===== config.mk =====
export PLATFORM = sky130hd
export DESIGN_NAME = vec_addr_gen
export DESIGN_NICKNAME = d
export VERILOG_FILES = /design/src/rtl/vag_pkg.sv /design/src/rtl/vag_lane_seq.sv /design/src/rtl/vag_addr_calc.sv /design/src/rtl/vec_addr_gen.sv
export SDC_FILE = /design/constraint.sdc
export NUM_CORES = 2
export LEC_CHECK = 0
export CAP_MARGIN = 40
export CORE_ASPECT_RATIO = 0.75
export CORE_UTILIZATION = 50
export DETAILED_ROUTE_END_ITERATION = 8
export PLACE_DENSITY = 0.78
export SLEW_MARGIN = 40
export SYNTH_ARGS = -nofsm -noshare
export SYNTH_HDL_FRONTEND = slang
export SYNTH_SLANG_ARGS = --single-unit
export TNS_END_PERCENT = 100

===== constraint.sdc =====
create_clock -name clk -period 7.79 [get_ports clk]
set_input_delay 1.1685 -clock clk [delete_from_list [all_inputs] [get_ports clk]]
set_output_delay 1.1685 -clock clk [all_outputs]
set_load 0.1 [all_outputs]

===== src/rtl/vag_pkg.sv =====
package vag_pkg;
  typedef enum logic [2:0] {
    VAG_UNIT      = 3'd0,
    VAG_STRIDED   = 3'd1,
    VAG_IDX_ORD   = 3'd2,
    VAG_IDX_UNORD = 3'd3,
    VAG_WHOLE     = 3'd4,
    VAG_FOF       = 3'd5
  } vag_mode_e;
endpackage


===== src/rtl/vag_lane_seq.sv =====
// Maps the step counter onto an element number and decides whether the
// element is active.
module vag_lane_seq #(
  parameter int NUM_ELEM = 8,
  parameter int CNT_W    = 8,
  localparam int IDX_W   = $clog2(NUM_ELEM)
) (
  input  logic [CNT_W-1:0]    cnt,
  input  logic [CNT_W-1:0]    total,
  input  logic                descending,
  input  logic                use_mask,
  input  logic [NUM_ELEM-1:0] mask,
  output logic [CNT_W-1:0]    lane,
  output logic                finished,
  output logic                active
);
  always_comb begin
    finished = (cnt >= total);
    lane     = descending ? (total - cnt - CNT_W'(1)) : cnt;
    if (!use_mask) active = 1'b1;
    else           active = (lane < CNT_W'(NUM_ELEM)) && mask[lane[IDX_W-1:0]];
  end
endmodule


===== src/rtl/vag_addr_calc.sv =====
// Forms the byte address of one element from the mode and the operands.
module vag_addr_calc
  import vag_pkg::*;
#(
  parameter int ADDR_W   = 32,
  parameter int NUM_ELEM = 8,
  parameter int CNT_W    = 8,
  localparam int IDX_W   = $clog2(NUM_ELEM)
) (
  input  vag_mode_e                    mode,
  input  logic [1:0]                   sew,
  input  logic [ADDR_W-1:0]            base,
  input  logic [ADDR_W-1:0]            stride,
  input  logic [NUM_ELEM*ADDR_W-1:0]   index,
  input  logic [CNT_W-1:0]             lane,
  output logic [ADDR_W-1:0]            addr
);
  logic [ADDR_W-1:0] off_arr [NUM_ELEM];
  logic [ADDR_W-1:0] offset;
  logic [ADDR_W-1:0] idx_off;

  for (genvar g = 0; g < NUM_ELEM; g++) begin : g_unpack
    assign off_arr[g] = index[g*ADDR_W +: ADDR_W];
  end

  always_comb begin
    if (lane < CNT_W'(NUM_ELEM)) idx_off = off_arr[lane[IDX_W-1:0]];
    else                         idx_off = '0;
    case (mode)
      VAG_STRIDED:                offset = stride * ADDR_W'(lane);
      VAG_IDX_ORD, VAG_IDX_UNORD: offset = idx_off;
      default:                    offset = ADDR_W'(lane) << sew;
    endcase
    addr = base + offset;
  end
endmodule


===== src/rtl/vec_addr_gen.sv =====
module vec_addr_gen
  import vag_pkg::*;
#(
  parameter int ADDR_W     = 32,
  parameter int NUM_ELEM   = 8,
  parameter int VLEN_BYTES = 16,
  parameter int MAX_NREG   = 8,
  localparam int VL_W      = $clog2(NUM_ELEM + 1),
  localparam int CNT_W     = $clog2(MAX_NREG * VLEN_BYTES + 1),
  localparam int NREG_W    = $clog2(MAX_NREG + 1),
  localparam int IDX_W     = $clog2(NUM_ELEM),
  localparam int PROD_W    = CNT_W + NREG_W
) (
  input  logic                        clk,
  input  logic                        rst,
  input  logic                        cmd_valid,
  output logic                        cmd_ready,
  input  logic [2:0]                  cmd_mode,
  input  logic [1:0]                  cmd_sew,
  input  logic [ADDR_W-1:0]           cmd_base,
  input  logic [ADDR_W-1:0]           cmd_stride,
  input  logic [VL_W-1:0]             cmd_vl,
  input  logic [NUM_ELEM-1:0]         cmd_mask,
  input  logic [NUM_ELEM*ADDR_W-1:0]  cmd_index,
  input  logic [NREG_W-1:0]           cmd_nreg,
  output logic                        req_valid,
  input  logic                        req_ready,
  output logic [ADDR_W-1:0]           req_addr,
  output logic [CNT_W-1:0]            req_elem,
  input  logic                        req_fault,
  output logic                        done,
  output logic [VL_W-1:0]             done_vl,
  output logic                        done_trap
);
  logic                       busy_q;
  vag_mode_e                  mode_q;
  logic [1:0]                 sew_q;
  logic [ADDR_W-1:0]          base_q, stride_q;
  logic [NUM_ELEM-1:0]        mask_q;
  logic [NUM_ELEM*ADDR_W-1:0] index_q;
  logic [CNT_W-1:0]           total_q, cnt_q;
  logic [VL_W-1:0]            vl_q;
  logic                       req_valid_q, done_q, done_trap_q;
  logic [ADDR_W-1:0]          req_addr_q;
  logic [CNT_W-1:0]           req_elem_q;
  logic [VL_W-1:0]            done_vl_q;

  logic [CNT_W-1:0]  lane;
  logic              finished, active;
  logic [ADDR_W-1:0] next_addr;
  logic [VL_W-1:0]   vl_eff;
  logic [PROD_W-1:0] whole_bytes;
  logic [CNT_W-1:0]  total_d;
  logic              hs, fault_hit, slot;
  vag_mode_e         mode_d;

  assign mode_d      = vag_mode_e'(cmd_mode);
  assign vl_eff      = (cmd_vl > VL_W'(NUM_ELEM)) ? VL_W'(NUM_ELEM) : cmd_vl;
  assign whole_bytes = PROD_W'(cmd_nreg) * PROD_W'(VLEN_BYTES);
  assign total_d     = (mode_d == VAG_WHOLE) ? CNT_W'(whole_bytes >> cmd_sew)
                                             : CNT_W'(vl_eff);

  assign hs        = req_valid_q && req_ready;
  assign fault_hit = hs && (mode_q == VAG_FOF) && req_fault;
  assign slot      = !req_valid_q || req_ready;

  vag_lane_seq #(.NUM_ELEM(NUM_ELEM), .CNT_W(CNT_W)) u_seq (
    .cnt        (cnt_q),
    .total      (total_q),
    .descending (mode_q == VAG_IDX_UNORD),
    .use_mask   (mode_q != VAG_WHOLE),
    .mask       (mask_q),
    .lane       (lane),
    .finished   (finished),
    .active     (active)
  );

  vag_addr_calc #(.ADDR_W(ADDR_W), .NUM_ELEM(NUM_ELEM), .CNT_W(CNT_W)) u_calc (
    .mode   (mode_q),
    .sew    (sew_q),
    .base   (base_q),
    .stride (stride_q),
    .index  (index_q),
    .lane   (lane),
    .addr   (next_addr)
  );

  always_ff @(posedge clk) begin
    if (rst) begin
      busy_q      <= 1'b0;
      mode_q      <= VAG_UNIT;
      sew_q       <= '0;
      base_q      <= '0;
      stride_q    <= '0;
      mask_q      <= '0;
      index_q     <= '0;
      total_q     <= '0;
      cnt_q       <= '0;
      vl_q        <= '0;
      req_valid_q <= 1'b0;
      req_addr_q  <= '0;
      req_elem_q  <= '0;
      done_q      <= 1'b0;
      done_vl_q   <= '0;
      done_trap_q <= 1'b0;
    end else begin
      done_q <= 1'b0;
      if (!busy_q) begin
        if (cmd_valid) begin
          busy_q      <= 1'b1;
          mode_q      <= mode_d;
          sew_q       <= cmd_sew;
          base_q      <= cmd_base;
          stride_q    <= cmd_stride;
          mask_q      <= cmd_mask;
          index_q     <= cmd_index;
          total_q     <= total_d;
          vl_q        <= vl_eff;
          cnt_q       <= '0;
          done_trap_q <= 1'b0;
        end
      end else if (fault_hit) begin
        req_valid_q <= 1'b0;
        busy_q      <= 1'b0;
        done_q      <= 1'b1;
        done_vl_q   <= VL_W'(req_elem_q);
        done_trap_q <= (req_elem_q == '0);
      end else if (slot) begin
        if (finished) begin
          req_valid_q <= 1'b0;
          busy_q      <= 1'b0;
          done_q      <= 1'b1;
          done_vl_q   <= vl_q;
        end else begin
          req_valid_q <= active;
          req_addr_q  <= next_addr;
          req_elem_q  <= lane;
          cnt_q       <= cnt_q + CNT_W'(1);
        end
      end
    end
  end

  assign cmd_ready = !busy_q;
  assign req_valid = req_valid_q;
  assign req_addr  = req_addr_q;
  assign req_elem  = req_elem_q;
  assign done      = done_q;
  assign done_vl   = done_vl_q;
  assign done_trap = done_trap_q;


  req_hold_chk: assert property (@(posedge clk) disable iff (rst)
    req_valid_q && !req_ready |=> req_valid_q && $stable(req_addr_q) && $stable(req_elem_q));


  mask_skip_chk: assert property (@(posedge clk) disable iff (rst)
    req_valid_q && (mode_q != VAG_WHOLE) |->
      (req_elem_q < CNT_W'(NUM_ELEM)) && mask_q[req_elem_q[IDX_W-1:0]]);


  ord_rise_chk: assert property (@(posedge clk) disable iff (rst)
    hs && !fault_hit && (mode_q == VAG_IDX_ORD) |=>
      !req_valid_q || (req_elem_q > $past(req_elem_q)));


  unord_fall_chk: assert property (@(posedge clk) disable iff (rst)
    hs && (mode_q == VAG_IDX_UNORD) |=>
      !req_valid_q || (req_elem_q < $past(req_elem_q)));


  done_pulse_chk: assert property (@(posedge clk) disable iff (rst)
    done_q |-> !req_valid_q ##1 !done_q);


  fault_stop_chk: assert property (@(posedge clk) disable iff (rst)
    fault_hit |=> done_q && !req_valid_q && (done_vl_q == VL_W'($past(req_elem_q))));
endmodule


After elaboration in Yosys (flattened, before gate mapping) --
Index checks and enable logic that the tools add are counted.
Word-level totals: bits in latches 0, logic and storage cells 94, bits in read-only memories 0, bits in writable memories 0, memories kept 0, register bits after elaboration 401
Cells by class: shift operators 2, div/mod/pow operators 0, magnitude comparators 5, bitwise gates (word level) 4, add/sub/neg operators 4, $mul 1, mux-type cells 33, equality and inequality tests 10, reduce and logical (&&, ||, !) cells 19
Operators with widths (number):
- $bmux 32 s3 | 1
- $mux 32 | 3
- $pmux 32 s2 | 1
- $mux 8 | 7
- $add 32x32->32 | 1
- $mul 32x8->32 | 1
- $shl 8x2->32 | 1
- $mux 1 | 16
- $mux 4 | 4
- $add 8x1->8 const B | 1
- $ge 8x8->1 | 1
- $logic_not 8->1 | 1
- $lt 8x4->1 const B | 1
- $reduce_and 4->1 | 2
- $shr 8x2->8 | 1
- $sub 8x1->8 const B | 1
- $sub 8x8->8 | 1
- $eq 3x2->1 const B | 2
- $eq 3x3->1 const B | 2
- $reduce_and 2->1 | 3
- $reduce_bool 2->1 | 3
- $ge 4x4->1 const B | 1
- $gt 4x4->1 const B | 1
- $logic_and 1x1->1 | 4
- 12 further kinds | 18

Depth between registers and ports, before layout --
word-level depth 10, depth in mapped cells 38, mapped depth without buffers 38

Cells and area by module --
From an unflattened synthesis, not the netlist that was laid out.
Second synthesis, totals: cells, all modules 3086, area total of the unflattened synthesis 25454.4 µm²
Modules (own cells, without submodules):
- vec_addr_gen | seq. area each 8027.7 µm², cells each 1790, instances 1, area each 14039.7 µm²
- vag_addr_calc | seq. area each 0.0 µm², cells each 1179, instances 1, area each 10623.9 µm²
- vag_lane_seq | seq. area each 0.0 µm², cells each 117, instances 1, area each 790.8 µm²

Least setup slack after synthesis --
OpenSTA, ideal clock, no wires.
path kind reg-to-reg, start point reg cnt_q[0], end point reg req_addr_q[30], in the netlist req_addr[30], cell stages (with the launch flop) 36, slack -503 ps, library setup time 125 ps, arrival 8168 ps, cells stage by stage dfxtp_1 > inv_1 > ha_1 > inv_1 > fa_1 > nand2b_1 > a21oi_1 > o21a_1 > nor3_1 > o31ai_1 > clkbuf_1 > nand2_1 > fa_1 > fa_1 > inv_1 > fa_1 > inv_1 > fa_1 > inv_1 > ha_1 > a2111oi_0 > o21ai_0 > o41ai_1 > o21bai_1 > a21oi_1 > xor2_1 > o22ai_1 > ha_1 > a21oi_1 > o21ai_0 > a22oi_1 > o221a_2 > o21ai_0 > a221oi_1 > xor2_1 > o21ai_0
Between the ends: longest elaborated chain between the ends 10, elaborated cells between the ends (all ways) 16, those cells by class add/sub (3); mul (1); order compare (2); shift (1); mux (6); bitwise (2); reduce/logical (1)
RTL lines:
- from (decl) | RTL line vec_addr_gen.sv:41 | logic [CNT_W-1:0] total_q, cnt_q;
- from (signal assigned) | RTL line vec_addr_gen.sv:138 | cnt_q <= cnt_q + CNT_W'(1);
- branches (longest 10 deep; another with $mul 32x8->32)
- to (signal assigned) | RTL line vec_addr_gen.sv:136 | req_addr_q <= next_addr;
- to (decl) | RTL line vec_addr_gen.sv:44 | logic [ADDR_W-1:0] req_addr_q;
Parallel ways; which one is timed is not known. The select of a mux whose other input is x is not followed. A chain may end at the register's enable or synchronous reset.

Worst setup path in the final report --
start point reg cnt_q[0], end point reg req_addr_q[27], in the netlist req_addr[27]
Same word-level chain as after synthesis.

==> impl_metrics.csv <==
group,metric,value,unit
status,status,"finished with violations",
status,violations,"negative setup slack",
finish,fin_nets,4407,
flow_run,maxCapViolations,0,
power,p_leak,13.63,nW
critical_path,r2r-start,"cnt_q[0]$_SDFFE_PP0P_",
critical_path,crit_required,8.30,ns
die,rows,70,
timing,fin_crit_sh,101.2,%
cts,cts_tree,"done",
cts,clk_pin_slew,0.06,ns
finish,area_delta_synth_final,30.49,%
timing,period_needed,7.887,ns
synth,synth-seq-cells,401,
cts,h-tree-depth,2,
die,die_w,261.7,um
die,die_area,0.05151,mm2
global_route,grt_pass1_wl,131.1,mm
cts,clock_latency,0.60,ns
power,ir_worst_vdd,146.9,uV
finish,drive_above_1_share,12.58,%
timing,rsz0062_at_grt,"yes",
global_route,grt_pass1_vias,23310,
global_route,antenna_found_initial,11,
critical_path,crit_type,"reg -> reg",
synth,synth_nets,3952,
placement,postPlaceCellArea,0.03094,mm2
synth,synth_ff_type,"dfxtp_1",
critical_path,crit_buf_inv,9,
synth,synth.avg_cell_area,7.528,um2
critical_path,cp_common_cell,"fa_1",
placement,dp_slack,-0.5291,ns
power,p_switching,1.611,mW
critical_path,ff2ff_path_depth,37,
die,design.core.area,0.04931,mm2
synth,synthArstFlopShare,0,%
timing,skew,0.05857,ns
synth,syn_area,0.02530,mm2
critical_path,arrival,8.40,ns
drt,wirelength,86.52,mm
finish,fin_area,0.03301,mm2
min_path,min_from,"req_addr[4]$_SDFFE_PP0P_",
placement,gp_congestion,0.9561,
synth,synth_area_leader_cell,"dfxtp_1",
synth,synth_warnings,0,
power,p_sw_share,30.00,%
timing,slew_viol_final,0,
timing,worstMarginPinSlew,0.9606,ns
power,p_per_area,162.7,mW/mm2
critical_path,cp_slowest_stage_delay,0.49,ns
timing,fin_ws,-0.09681,ns
synth,yosysMostFrequentCell,"nand2_1",
power,seq_power_share,42.5,%
cts,holdBufCountCts,0,
power,p_comb_share,19.1,%
timing,max_freq,126.8,MHz
drt,routedWlPerCell,19.21,um
synth,synth.area.top_cells,"dfxtp_1, nand2_1, fa_1",
synth,netlist_instances,3361,
placement,portBuffers,393,
cts,root_buffer,"clkbuf_16",
critical_path,r2r_slack,-0.1,ns
synth,ys_seq_area_share,31.73,%
min_path,hp-class,"reg -> reg",
critical_path,crit_fanout,8,
timing,relSlewSlack,35.52,%
synth,yosys.area.top_type_share,31.73,%
critical_path,critPathCaptureType,"flop",
critical_path,timing.rr.end,"req_addr[27]$_SDFFE_PP0P_",
timing,setup_viol_count_final,4,
min_path,whs_endpoint,"req_addr[4]$_SDFFE_PP0P_",
cts,cts.sinks,401,
drt,drtIter0Drc,2591,
drt,avgViaCountPerCell,5.618,
finish,final_util,66.95,%
drt,firstDrtPassIters,5,
global_route,grt_max_degree,143,
placement,hpwl,63.41,mm
synth,synth_common_cells,"nand2_1, a21oi_1, dfxtp_1",
timing,hold_viol,0,
power,p_int,3.759,mW
cts,cts_inserted_buffers,41,
critical_path,cp-start-kind,"flop",
drt,drc,0,
critical_path,cp-startpoint,"cnt_q[0]$_SDFFE_PP0P_",
synth,ys_types,72,
critical_path,cpLargestDelayFamily,"adder cells",
synth,synth_edf_count,0,
cts,clk_path_buf_depth,3,
min_path,hold_depth,2,
die,chipHeight,196.8,um
die,top_level_ports,394,
drt,vias,25300,
power,power_frac_clock,38.4,%
critical_path,critPathSlowestCell,"fa_1",
drt,ant_nets,0,
global_route,track_usage,32.77,%
global_route,gr-total-overflow,0,
die,initial_utilization,51.31,%
[layer usage]
| layer | GRT usage [%] | part of all wire [%] |
|---|---|---|
| met1 | 48.06 | 43 |
| met3 | 5.697 | 9.8 |
| met2 | 48.12 | 43 |
| met5 | 0 | 0 |
| met4 | 11.58 | 3.5 |
[area by class of cell]
cell class	count	area, um2
multi-input cells	2566	16390
fillers	4166	16300
flip-flops and latches	401	8033
repair buffers	637	5720
clock buffers	54	1155
well taps	648	810.8
inverters	169	634.4
clock inverters	19	244.0
diodes	10	25.02
[layout by cell type, fill, tap and decap left out, drive strengths merged, types with 87 or more instances in the layout]
| cell type | netlist | layout |
|---|---|---|
| ha | 87 | 87 |
| clkdlybuf4s50 | 0 | 344 |
| a21oi | 434 | 434 |
| nand2 | 1100 | 1100 |
| fa | 158 | 158 |
| inv | 169 | 171 |
| nor2b | 90 | 90 |
| buf | 25 | 292 |
| dfxtp | 401 | 401 |
| nand3 | 88 | 88 |
[cell families (layout without fill, tap and decap cells)]
| group | count (synthesis) | in the layout | synth area share [%] |
|---|---|---|---|
| muxes | 15 | 15 | 0.7171 |
| adders and majority gates | 245 | 245 | 16.80 |
| xor gates and xnor gates | 70 | 70 | 2.478 |
| and+or+nand+nor | 1524 | 1524 | 25.80 |
| DFF | 401 | 401 | 31.73 |
| other | 0 | 10 | 0 |
| buffers and inverters | 394 | 879 | 5.994 |
| AOI/OAI and AO/OA | 712 | 712 | 16.48 |
[tightest hold or removal path, cell delays in order, from the launching register on]
cell and delay (ns):
dfxtp_1 0.31, nand2_1 0.05, a21oi_1 0.05
[per-stage QoR]
| stage | TNS [ns] | cells | hold slack, ns | total power, mW |
|---|---|---|---|---|
| after floorplan | -0.2339 | 3361 | 0.4357 | 2.862 |
| after global placement | -2.139 | 4407 | 0.4367 | 3.302 |
| after detailed placement | -4.575 | 4409 | 0.4462 | 3.307 |
| after CTS | -0.1894 | 4486 | 0.4536 | 5.350 |
| after global routing | -3.640 | 4504 | 0.4666 | 5.557 |
| final | -0.3385 | 4504 | 0.4532 | 5.370 |
[flip-flops by register name, summed over array words and instances, names as in the netlist, 2 cells and up]
| register | cells |
|---|---|
| cnt_q | 8 |
| index_q | 256 |
| req_addr | 32 |
| stride_q | 32 |
| mask_q | 8 |
| req_elem | 8 |
| vl_q | 4 |
| done_vl | 4 |
| base_q | 32 |
| sew_q | 2 |
| mode_q | 3 |
| total_q | 8 |
[timing repair]
item / in CTS / in global routing
setup buffers: 4 / 7
pin swaps: 40 / 40
cloned: 0 / 1
gates resized for setup: 54 / 73
endpoints found under the setup margin: 14 / 18
[worst max-delay path by stage]
stage                                     end  slack (ns)  cells past startpoint
global placement    req_addr[30]$_SDFFE_PP0P_       -0.35                     39
floorplan           req_addr[29]$_SDFFE_PP0P_       -0.14                     38
CTS                 req_addr[29]$_SDFFE_PP0P_       -0.07                     37
global route        req_addr[31]$_SDFFE_PP0P_       -0.44                     33
detailed placement  req_addr[30]$_SDFFE_PP0P_       -0.53                     39
finish              req_addr[27]$_SDFFE_PP0P_        -0.1                     37
[power groups by stage]
stage	sequential (mW)	clock (mW)	combinational, mW
after global routing	2.29	2.16	1.11
after floorplan	2.36	0	0.499
after CTS	2.28	2.07	1.00
final	2.28	2.06	1.03
after detailed placement	2.32	0	0.987
after global placement	2.32	0	0.985
Power figures use the tool's default switching activity.
